[src/rtl/bcr_pkg.sv]
package bcr_pkg;
    localparam int DATA_W   = 32;
    localparam int NUM_REGS = 28;
    localparam int IDX_W    = $clog2(NUM_REGS);
    localparam int REG_BASE = 'h100;
    localparam int LINE_W   = $clog2(DATA_W);
    localparam int IRQ_BASE = 32;
    localparam int RST_BIT  = 2;

    typedef logic [DATA_W-1:0] word_t;
    typedef logic [IDX_W-1:0]  idx_t;

    // word indices that carry behaviour
    localparam idx_t IX_PWRON  = idx_t'(0);
    localparam idx_t IX_GENCFG = idx_t'(1);
    localparam idx_t IX_IOCFG  = idx_t'(2);
    localparam idx_t IX_MEMCFG = idx_t'(3);
    localparam idx_t IX_MAPCFG = idx_t'(4);
    localparam idx_t IX_GPDAT  = idx_t'(7);
    localparam idx_t IX_GPIEN  = idx_t'(8);
    localparam idx_t IX_EDGE   = idx_t'(9);
    localparam idx_t IX_POL    = idx_t'(11);
    localparam idx_t IX_ENSET  = idx_t'(12);
    localparam idx_t IX_ENCLR  = idx_t'(13);
    localparam idx_t IX_EN     = idx_t'(14);
    localparam idx_t IX_STAT   = idx_t'(15);
    localparam idx_t IX_DQCFG  = idx_t'(26);
    localparam idx_t IX_MEMSZ  = idx_t'(27);

    // accepted, decoded access
    typedef struct packed {
        logic  wr;
        logic  rd;
        idx_t  idx;
        word_t data;
    } acc_t;

    function automatic word_t reset_value(idx_t i);
        case (i)
            IX_PWRON:  return word_t'(32'h0000_0C40);
            IX_GENCFG: return word_t'(32'h0000_1384);
            IX_IOCFG:  return word_t'(32'h2BFF_8010);
            IX_MEMCFG: return word_t'(32'h255E_0091);
            IX_MAPCFG: return word_t'(32'h0000_6140);
            IX_GPDAT:  return word_t'(32'h0000_01FF);
            IX_GPIEN:  return word_t'(32'h0000_01FF);
            IX_DQCFG:  return word_t'(32'h0000_0008);
            IX_MEMSZ:  return word_t'(32'h1000_0000);
            default:   return '0;
        endcase
    endfunction

    // words that take the written value directly
    function automatic logic storable(idx_t i);
        return (i != IX_EN) && (i != IX_STAT);
    endfunction
endpackage

[src/rtl/bcr_decode.sv]
module bcr_decode
    import bcr_pkg::*;
#(
    parameter int ADDR_W = 12
) (
    input  logic              valid,
    input  logic              write,
    input  logic              full,
    input  logic [ADDR_W-1:0] addr,
    input  word_t             wdata,
    output acc_t              acc
);
    localparam logic [ADDR_W-1:0] BASE_A = ADDR_W'(REG_BASE);
    localparam logic [ADDR_W-3:0] LIMIT  = (ADDR_W-2)'(NUM_REGS);

    logic [ADDR_W-1:0] off;
    logic              hit;

    always_comb begin
        off = addr - BASE_A;
        hit = valid && full && (addr[1:0] == 2'b00) && (addr >= BASE_A)
              && (off[ADDR_W-1:2] < LIMIT);
        acc.wr   = hit && write;
        acc.rd   = hit && !write;
        acc.idx  = off[IDX_W+1:2];
        acc.data = wdata;
    end
endmodule

[src/rtl/bcr_regfile.sv]
module bcr_regfile
    import bcr_pkg::*;
(
    input  logic  clk,
    input  logic  rst,
    input  acc_t  acc,
    input  logic  rd_any,
    output logic  rsp_valid,
    output word_t rsp_rdata,
    output logic  rst_req,
    output word_t edge_cfg,
    output word_t pol_cfg
);
    word_t [NUM_REGS-1:0] regs_w;

    for (genvar g = 0; g < NUM_REGS; g++) begin : g_word
        localparam idx_t GI = idx_t'(g);
        word_t q;
        always_ff @(posedge clk) begin
            if (rst) begin
                q <= reset_value(GI);
            end else if (GI == IX_EN) begin
                if (acc.wr && acc.idx == IX_ENSET)
                    q <= q | acc.data;
                else if (acc.wr && acc.idx == IX_ENCLR)
                    q <= q & ~acc.data;
            end else if (acc.wr && acc.idx == GI && storable(GI)) begin
                q <= acc.data;
            end
        end
        assign regs_w[g] = q;
    end

    always_ff @(posedge clk) begin
        if (rst) begin
            rsp_valid <= 1'b0;
            rsp_rdata <= '0;
            rst_req   <= 1'b0;
        end else begin
            rsp_valid <= rd_any;
            rsp_rdata <= acc.rd ? regs_w[acc.idx] : '0;
            rst_req   <= acc.wr && (acc.idx == IX_GENCFG)
                         && !regs_w[IX_GENCFG][RST_BIT] && acc.data[RST_BIT];
        end
    end

    assign edge_cfg = regs_w[IX_EDGE];
    assign pol_cfg  = regs_w[IX_POL];

    word_t en_w, stat_w;
    assign en_w   = regs_w[IX_EN];
    assign stat_w = regs_w[IX_STAT];

    p_set_or_r3: assert property (@(posedge clk) disable iff (rst)
        (acc.wr && acc.idx == IX_ENSET) |=> ((en_w & $past(acc.data)) == $past(acc.data)));
    p_clr_and_r4: assert property (@(posedge clk) disable iff (rst)
        (acc.wr && acc.idx == IX_ENCLR) |=> ((en_w & $past(acc.data)) == '0));
    p_ro_words_r5: assert property (@(posedge clk) disable iff (rst)
        (acc.wr && (acc.idx == IX_EN || acc.idx == IX_STAT)) |=> ($stable(en_w) && stat_w == '0));
    p_rst_req_src_r7: assert property (@(posedge clk) disable iff (rst)
        $rose(rst_req) |-> (!$past(regs_w[IX_GENCFG][RST_BIT]) && regs_w[IX_GENCFG][RST_BIT]));
    p_rst_req_pulse_r7: assert property (@(posedge clk) disable iff (rst)
        rst_req |=> !rst_req);
endmodule

[src/rtl/bcr_irq_steer.sv]
module bcr_irq_steer
    import bcr_pkg::*;
#(
    parameter int IRQ_W = 6
) (
    input  logic             clk,
    input  logic             rst,
    input  logic             irq_valid,
    input  logic [IRQ_W-1:0] irq_num,
    input  word_t            edge_cfg,
    input  word_t            pol_cfg,
    output logic             cpu_irq
);
    localparam logic [IRQ_W-1:0] BASE_N = IRQ_W'(IRQ_BASE);
    localparam logic [IRQ_W-1:0] SPAN_N = IRQ_W'(DATA_W);

    logic [IRQ_W-1:0]  diff;
    logic [LINE_W-1:0] line;
    logic              ev_ok;
    logic              pulse_q;

    always_comb begin
        diff  = irq_num - BASE_N;
        line  = diff[LINE_W-1:0];
        ev_ok = irq_valid && (irq_num >= BASE_N) && (diff < SPAN_N);
    end

    always_ff @(posedge clk) begin
        if (rst) begin
            cpu_irq <= 1'b0;
            pulse_q <= 1'b0;
        end else if (ev_ok) begin
            if (edge_cfg[line]) begin
                cpu_irq <= 1'b1;
                pulse_q <= 1'b1;
            end else begin
                cpu_irq <= pol_cfg[line];
                pulse_q <= 1'b0;
            end
        end else if (pulse_q) begin
            cpu_irq <= 1'b0;
            pulse_q <= 1'b0;
        end
    end

    p_edge_pulse_r8: assert property (@(posedge clk) disable iff (rst)
        (ev_ok && edge_cfg[line]) |=> cpu_irq);
    p_pulse_end_r8: assert property (@(posedge clk) disable iff (rst)
        (pulse_q && !irq_valid) |=> !cpu_irq);
    p_level_r9: assert property (@(posedge clk) disable iff (rst)
        (ev_ok && !edge_cfg[line]) |=> (cpu_irq == $past(pol_cfg[line])));
    p_low_ignored_r10: assert property (@(posedge clk) disable iff (rst)
        (irq_valid && irq_num < BASE_N && !pulse_q) |=> $stable(cpu_irq));
endmodule

[src/rtl/bridge_ctl_regs.sv]
module bridge_ctl_regs
    import bcr_pkg::*;
#(
    parameter int ADDR_W = 12,
    parameter int IRQ_W  = 6
) (
    input  logic              clk,
    input  logic              rst,
    input  logic              bus_valid,
    input  logic              bus_write,
    input  logic              bus_full,
    input  logic [ADDR_W-1:0] bus_addr,
    input  logic [31:0]       bus_wdata,
    output logic              rsp_valid,
    output logic [31:0]       rsp_rdata,
    input  logic              irq_valid,
    input  logic [IRQ_W-1:0]  irq_num,
    output logic              cpu_irq,
    output logic              sys_rst_req
);
    acc_t  acc;
    word_t edge_cfg, pol_cfg;

    bcr_decode #(.ADDR_W(ADDR_W)) u_decode (
        .valid (bus_valid),
        .write (bus_write),
        .full  (bus_full),
        .addr  (bus_addr),
        .wdata (bus_wdata),
        .acc   (acc)
    );

    bcr_regfile u_regs (
        .clk       (clk),
        .rst       (rst),
        .acc       (acc),
        .rd_any    (bus_valid && !bus_write),
        .rsp_valid (rsp_valid),
        .rsp_rdata (rsp_rdata),
        .rst_req   (sys_rst_req),
        .edge_cfg  (edge_cfg),
        .pol_cfg   (pol_cfg)
    );

    bcr_irq_steer #(.IRQ_W(IRQ_W)) u_irq (
        .clk       (clk),
        .rst       (rst),
        .irq_valid (irq_valid),
        .irq_num   (irq_num),
        .edge_cfg  (edge_cfg),
        .pol_cfg   (pol_cfg),
        .cpu_irq   (cpu_irq)
    );

    p_rsp_follows_r2: assert property (@(posedge clk) disable iff (rst)
        (bus_valid && !bus_write) |=> rsp_valid);
    p_partial_read_zero_r6: assert property (@(posedge clk) disable iff (rst)
        (bus_valid && !bus_write && !bus_full) |=> (rsp_rdata == '0));
endmodule

[config.mk]
export PLATFORM = sky130hd
export DESIGN_NAME = bridge_ctl_regs
export DESIGN_NICKNAME = d
export VERILOG_FILES = /design/src/rtl/bcr_pkg.sv /design/src/rtl/bcr_decode.sv /design/src/rtl/bcr_regfile.sv /design/src/rtl/bcr_irq_steer.sv /design/src/rtl/bridge_ctl_regs.sv
export SDC_FILE = /design/constraint.sdc
export NUM_CORES = 2
export LEC_CHECK = 0
export BUFFER_PORTS_ARGS = -buffer_cell sky130_fd_sc_hd__buf_2
export CORE_MARGIN = 2
export CORE_UTILIZATION = 50
export DETAILED_ROUTE_END_ITERATION = 7
export GPL_TIMING_DRIVEN = 0
export PLACE_DENSITY = 0.66
export SYNTH_ARGS = -nofsm -noshare
export SYNTH_HDL_FRONTEND = slang
export SYNTH_SLANG_ARGS = --single-unit
[constraint.sdc]
create_clock -name clk -period 4.32 [get_ports clk]
set_input_delay 0 -clock clk [delete_from_list [all_inputs] [get_ports clk]]
set_output_delay 0 -clock clk [all_outputs]
set_load 0.01 [all_outputs]
[Word-level counts from Yosys, hierarchy flattened]
Index checks and enable logic that the tools add are counted.
Word-level totals
  register bits: 900
  RAM bits: 0
  memory bits (read-only): 0
  memories: 0
  bits of input ports: 56
  latch bits: 0
Cells by class
  bitwise logic cells: 5
  add/sub/neg operators: 2
  shifts and indexed selects: 0
  reduce and logical (&&, ||, !) cells: 45
  multiplexer cells: 12
  order comparisons: 6
  div/mod/pow operators: 0
  multiply operators: 0
  equal/unequal tests: 25
Operators with widths (count)
  $bmux 32 s5: 1
  $mux 32: 3
  $eq 5x5->1 const B: 12
  $logic_and 1x1->1: 37
  $and 32x32->32: 1
  $not 32->32: 1
  $or 32x32->32: 1
  $eq 5x4->1 const B: 6
  $eq 5x3->1 const B: 4
  $ge 12x9->1 const B: 1
  $lt 5x6->1 const B: 2
  $sub 12x9->12 const B: 1
  $bmux 1 s5: 2
  $eq 5x2->1 const B: 2
  $lt 10x5->1 const B: 1
  $ge 6x6->1 const B: 1
  $lt 6x6->1 const B: 1
  $mux 1: 6
  $sub 6x6->6 const B: 1
  $eq 5x1->1 const B: 1
  $logic_not 5->1: 1
  $reduce_bool 2->1: 2
  $reduce_or 2->1: 2
  $logic_not 1->1: 2
  other kinds (2): 3

[Depth between registers and ports, before layout]
  depth after elaboration: 8
  depth in mapped cells: 10
  gate-level depth less buffers: 5

[Cells and area by module]
A second synthesis with hierarchy kept.
Unflattened totals
  cell total of the unflattened synthesis: 4608
  area, all modules: 38904.8 µm²
Modules (own cells, without submodules)
  bcr_regfile: times used 1, cells an instance 4515, area each 37913.9 µm², sequential area each 17977.2 µm²
  bcr_irq_steer: times used 1, cells an instance 48, area each 648.1 µm², sequential area each 40.0 µm²
  bcr_decode: times used 1, cells an instance 44, area each 329.1 µm², sequential area each 0.0 µm²
  bridge_ctl_regs: times used 1, cells an instance 1, area each 13.8 µm², sequential area each 0.0 µm²

[Least setup slack after synthesis]
OpenSTA, ideal clock, no wires.
  path kind: input to register
  start: input port bus_addr[2]
  end: register u_regs.rsp_rdata[25]
  stages: 9
  library setup time: 128 ps
  path buffers: 4
  path slack: 2355 ps
  arrival time: 1838 ps
  required time: 4192 ps
  path through: buf_2 buf_4 buf_2 buf_2 mux4_2 mux2i_1 o22ai_1 mux2i_1 nor2_1
On the way
  word-level cells in the longest chain between the ends: 6
RTL lines
  from (decl): RTL line bridge_ctl_regs.sv:12  | input logic [ADDR_W-1:0] bus_addr,
  $sub 12x9->12 / $ge 12x9->1 (equally long branches): RTL line bcr_decode.sv:20, bcr_decode.sv:21
  $lt 10x5->1 / $logic_and 1x1->1 (equally long branches): RTL line bcr_decode.sv:22, bcr_decode.sv:21
  $logic_and 1x1->1: RTL line bcr_decode.sv:22  | && (off[ADDR_W-1:2] < LIMIT);
  $logic_and 1x1->1: RTL line bcr_decode.sv:24  | acc.rd = hit && !write;
  $not 1->1 (no line)
  $reduce_or 2->1 (no line)
  to (signal assigned): RTL line bcr_regfile.sv:41  | rsp_rdata <= acc.rd ? regs_w[acc.idx] : '0;
  to (decl): RTL line bcr_regfile.sv:9  | output word_t rsp_rdata,
Parallel ways exist; a longest one is shown, timed or not. The select of a mux whose other input is x is not followed.
A chain may end at the register's enable or synchronous reset.

[Worst setup path in the final report]
  start: input port bus_addr[11]
  end: register u_regs.g_word[20].q[6]
On the way
  word-level cells in the longest chain between the ends: 5
RTL lines
  $sub 12x9->12 / $ge 12x9->1 (equally long branches): RTL line bcr_decode.sv:20, bcr_decode.sv:21
  $lt 10x5->1 / $logic_and 1x1->1 (equally long branches): RTL line bcr_decode.sv:22, bcr_decode.sv:21
  $logic_and 1x1->1 *: RTL line bcr_decode.sv:22
  $logic_and 1x1->1 *: RTL line bcr_decode.sv:23  | acc.wr = hit && write;
  $logic_and 1x1->1 *: RTL line bcr_regfile.sv:27  | end else if (acc.wr && acc.idx == GI && storable(GI)) begin
  to (signal assigned): RTL line bcr_regfile.sv:24  | q <= q | acc.data;
  to (signal assigned): RTL line bcr_regfile.sv:26  | q <= q & ~acc.data;
  to (signal assigned): RTL line bcr_regfile.sv:28  | q <= acc.data;
  to (decl): RTL line bcr_regfile.sv:18  | word_t q;
Every way passes the cells marked *; elsewhere a longest branch is shown, timed or not.

==> reports/results.txt <==
clk root buf -> clkbuf_16
max cap viols -> 1
DP Wirelength -> 104000 um
Area Overhead vs Synth -> 12.5%
switching power -> 0.00425 W
most frequent CP cell -> dlygate4sd3_1
Resized Gates After CTS -> 0
I/O pin count -> 91
vias per std cell -> 6.00
Setup crit end kind -> flop
maximum clock insertion buffer count -> 3
average size of a mapped cell -> 9.20 sq um
drt initial violations -> 4224
Mapped Nets -> 4324
CP Launch Type -> primary input
Clk pwr share -> 46.9%
Design Power -> 0.0175 W
register area -> 18000 sq um
All-Layer GR Usage -> 34.4%
area of the multi-input gates -> 19300 sq um
share of cells above drive strength 1 -> 12.5%
HP Class -> in -> reg
final setup vio count -> 0
Setup Fix Bufs, Post-CTS -> 0
Required @ worst endpoint -> 4.90 ns
initial core utilization -> 50.6%
mapped cell area -> 39300 sq um
height of the die -> 284 um
Cell Pwr Density -> 397 nW/um^2
Reg clk slew, reported paths -> 0.06 ns
Residual DRC -> 0
Largest stage delay, worst path -> 1.36 ns
Slew @ Worst Pin -> 1.60 ns
Clock Skews -> 0.0210 ns
Die W -> 284 um
Routed Antenna Nets -> 0
Syn Inst Count -> 4268
initial antenna violation count -> 10
die area -> 80800 sq um
first-pass GRT wire length -> 206000 um
gr ovfl total -> 0
Sw Share -> 24.3%
Rel. slew slack -> -7.78%
sequential share of power -> 47.4%
fin crit period -> 3.65 ns
YS warnings -> 0
PortBufs -> 51
type of the worst setup path -> in -> reg
commonest non-fill, non-tap cell in the layout -> nand2_1
sequential area share after synthesis -> 45.9%
FMAX -> 274 MHz
site row count -> 102
CTS Buf Count -> 94
CTS tree -> built
clock sinks -> 900
delay-heaviest family, CP -> simple AND/OR/NAND/NOR gates
Reg2Reg Setup Slack -> 1.65 ns
status -> complete, but fails checks
Filler cells -> 7007
Max VDD drop -> 0.000313 V
RSZ-0062 raised after global routing -> false
vias in the first global route -> 31100
internal power -> 0.0133 W
period utilisation layout -> 84.6%
WL/cell -> 25.5 um
post-layout util -> 56.9%
Synth Flop Type -> dfxtp_1
commonest cells after routing, fill and taps aside -> nand2_1, dfxtp_1, a21oi_1
Detailed Route WL -> 142000 um
drt pass-1 iters -> 6
largest net degree at the start of global routing -> 14
crit path DAT -> 4.24 ns
WP buf/inv -> 4
FFs w/ async S/R, synth -> 0%
LEAKAGE -> 14.8 nW
Worst-Skew Late Latency -> 0.68 ns
Final Max Tran Viols -> 6
flops & latches, synth -> 900
final setup margin -> 0.666 ns
Crit Path Max Fanout -> 10
Comb power frac -> 5.7%
Vias -> 33300
Placer Congestion -> 0.968
final hold vios -> 0
Setup TNS -> 0 ns
EDFF count, synth -> 0
Place WS -> 0.876 ns
violations in the final reports -> capacitance limit, slew limit
slowest CP cell -> nor4_2
H-Tree Depth -> 3
Core Region -> 77600 sq um
NumNets Final -> 4497
Netlist cell types -> 43
worst path cell trace -> dlygate4sd3_1, buf_2, nor4b_4, dlygate4sd3_1, nand4b_4, nor4_2, clkbuf_1, nand2_1, a21oi_1
-- path summary, 6_finish.rpt --
path | start | to | depth (start not counted)
max | bus_addr[11] | u_regs.g_word[20].q[6] | 9
min | rst | u_irq.cpu_irq | 4
max reg2reg | u_regs.edge_cfg[31] | u_irq.cpu_irq | 6
min reg2reg | u_regs.g_word[22].q[5] | u_regs.g_word[22].q[5] | 2
-- Yosys cell counts, drive strengths merged, types with 3 or more instances --
master | n | share of area (%)
nand2 | 1129 | 11
nor2b | 6 | 0.096
inv | 33 | 0.32
nor4b | 3 | 0.11
a21boi | 32 | 0.61
o2bb2ai | 32 | 0.71
nor3b | 3 | 0.057
dfxtp | 900 | 46
and2 | 34 | 0.54
nand4 | 17 | 0.29
o22ai | 32 | 0.51
nand2b | 4 | 0.064
nor2 | 304 | 2.9
a21oi | 600 | 7.6
buf | 139 | 1.7
o21ba | 32 | 0.82
nand3b | 9 | 0.17
or4 | 3 | 0.057
and3 | 3 | 0.048
nor4 | 19 | 0.68
nor3 | 54 | 0.78
mux2i | 324 | 8.3
clkbuf | 301 | 2.9
mux4 | 240 | 14
-- metrics by stage --
step | hold WS (ns) | cell area, sq um | instances
6_report | 0.0206 | 44200 | 5553
5_1_grt | 0.0343 | 44200 | 5552
4_1_cts | 0.000914 | 44200 | 5552
3_5_place_dp | 0.295 | 40800 | 5360
3_3_place_gp | 0.287 | 40800 | 5359
2_1_floorplan | 0.0761 | 39300 | 4268
-- power groups by stage --
stage / sequential, W / combinational (W) / clock [W]
floorplan: 0.00848 / 0.000552 / 0
global placement: 0.00848 / 0.000950 / 0
detailed placement: 0.00848 / 0.000950 / 0
CTS: 0.00830 / 0.000969 / 0.00821
global route: 0.00829 / 0.00102 / 0.00855
finish: 0.00830 / 0.00100 / 0.00821
-- worst min-delay path: cells and delay by family --
family / cells / cell delay (ns)
and+or+nand+nor: 3 / 0.39
buffers and inverters: 1 / 0.24
-- repair_timing --
action / in CTS / in global routing
endpoints found under the setup margin: 0 / 0
endpoints found under the hold margin: 95 / 0
hold buffers: 25 / 0
-- layout make-up --
cell class	count	area share (%)
antenna	1	0.00567
buffer	440	4.05
clock buffer	141	6.25
clock inverter	26	0.706
inverter	33	0.281
multi-input combinational	2895	43.8
sequential	900	40.8
tap	1040	2.95
timing repair buffer	77	1.16
-- cell families after synthesis --
kind of cell | count (synthesis) | share of synthesized area (%)
muxes | 566 | 22.1
AOI/OAI and AO/OA | 733 | 10.4
DFF | 900 | 45.9
buffers and inverters | 473 | 4.87
and+or+nand+nor | 1596 | 16.8
-- layer usage --
layer  vias up  wire, um  GRT usage, %
li1      14900         -             -
met1     16200     56800          47.0
met2      1902     61100          52.0
met3       381     15800          7.54
met4         4      7970          16.2
met5         -        31             0
-- registers in the layout (all words and copies together) (netlist names), named ones only --
signal and flops:
u_regs.rsp_rdata 32, u_irq.pulse_q 1, u_regs.rsp_valid 1, u_regs.edge_cfg 32, u_irq.cpu_irq 1, u_regs.pol_cfg 32
u_regs.g_word.q 768, u_regs.rst_req 1
Power figures use the tool's default switching activity.
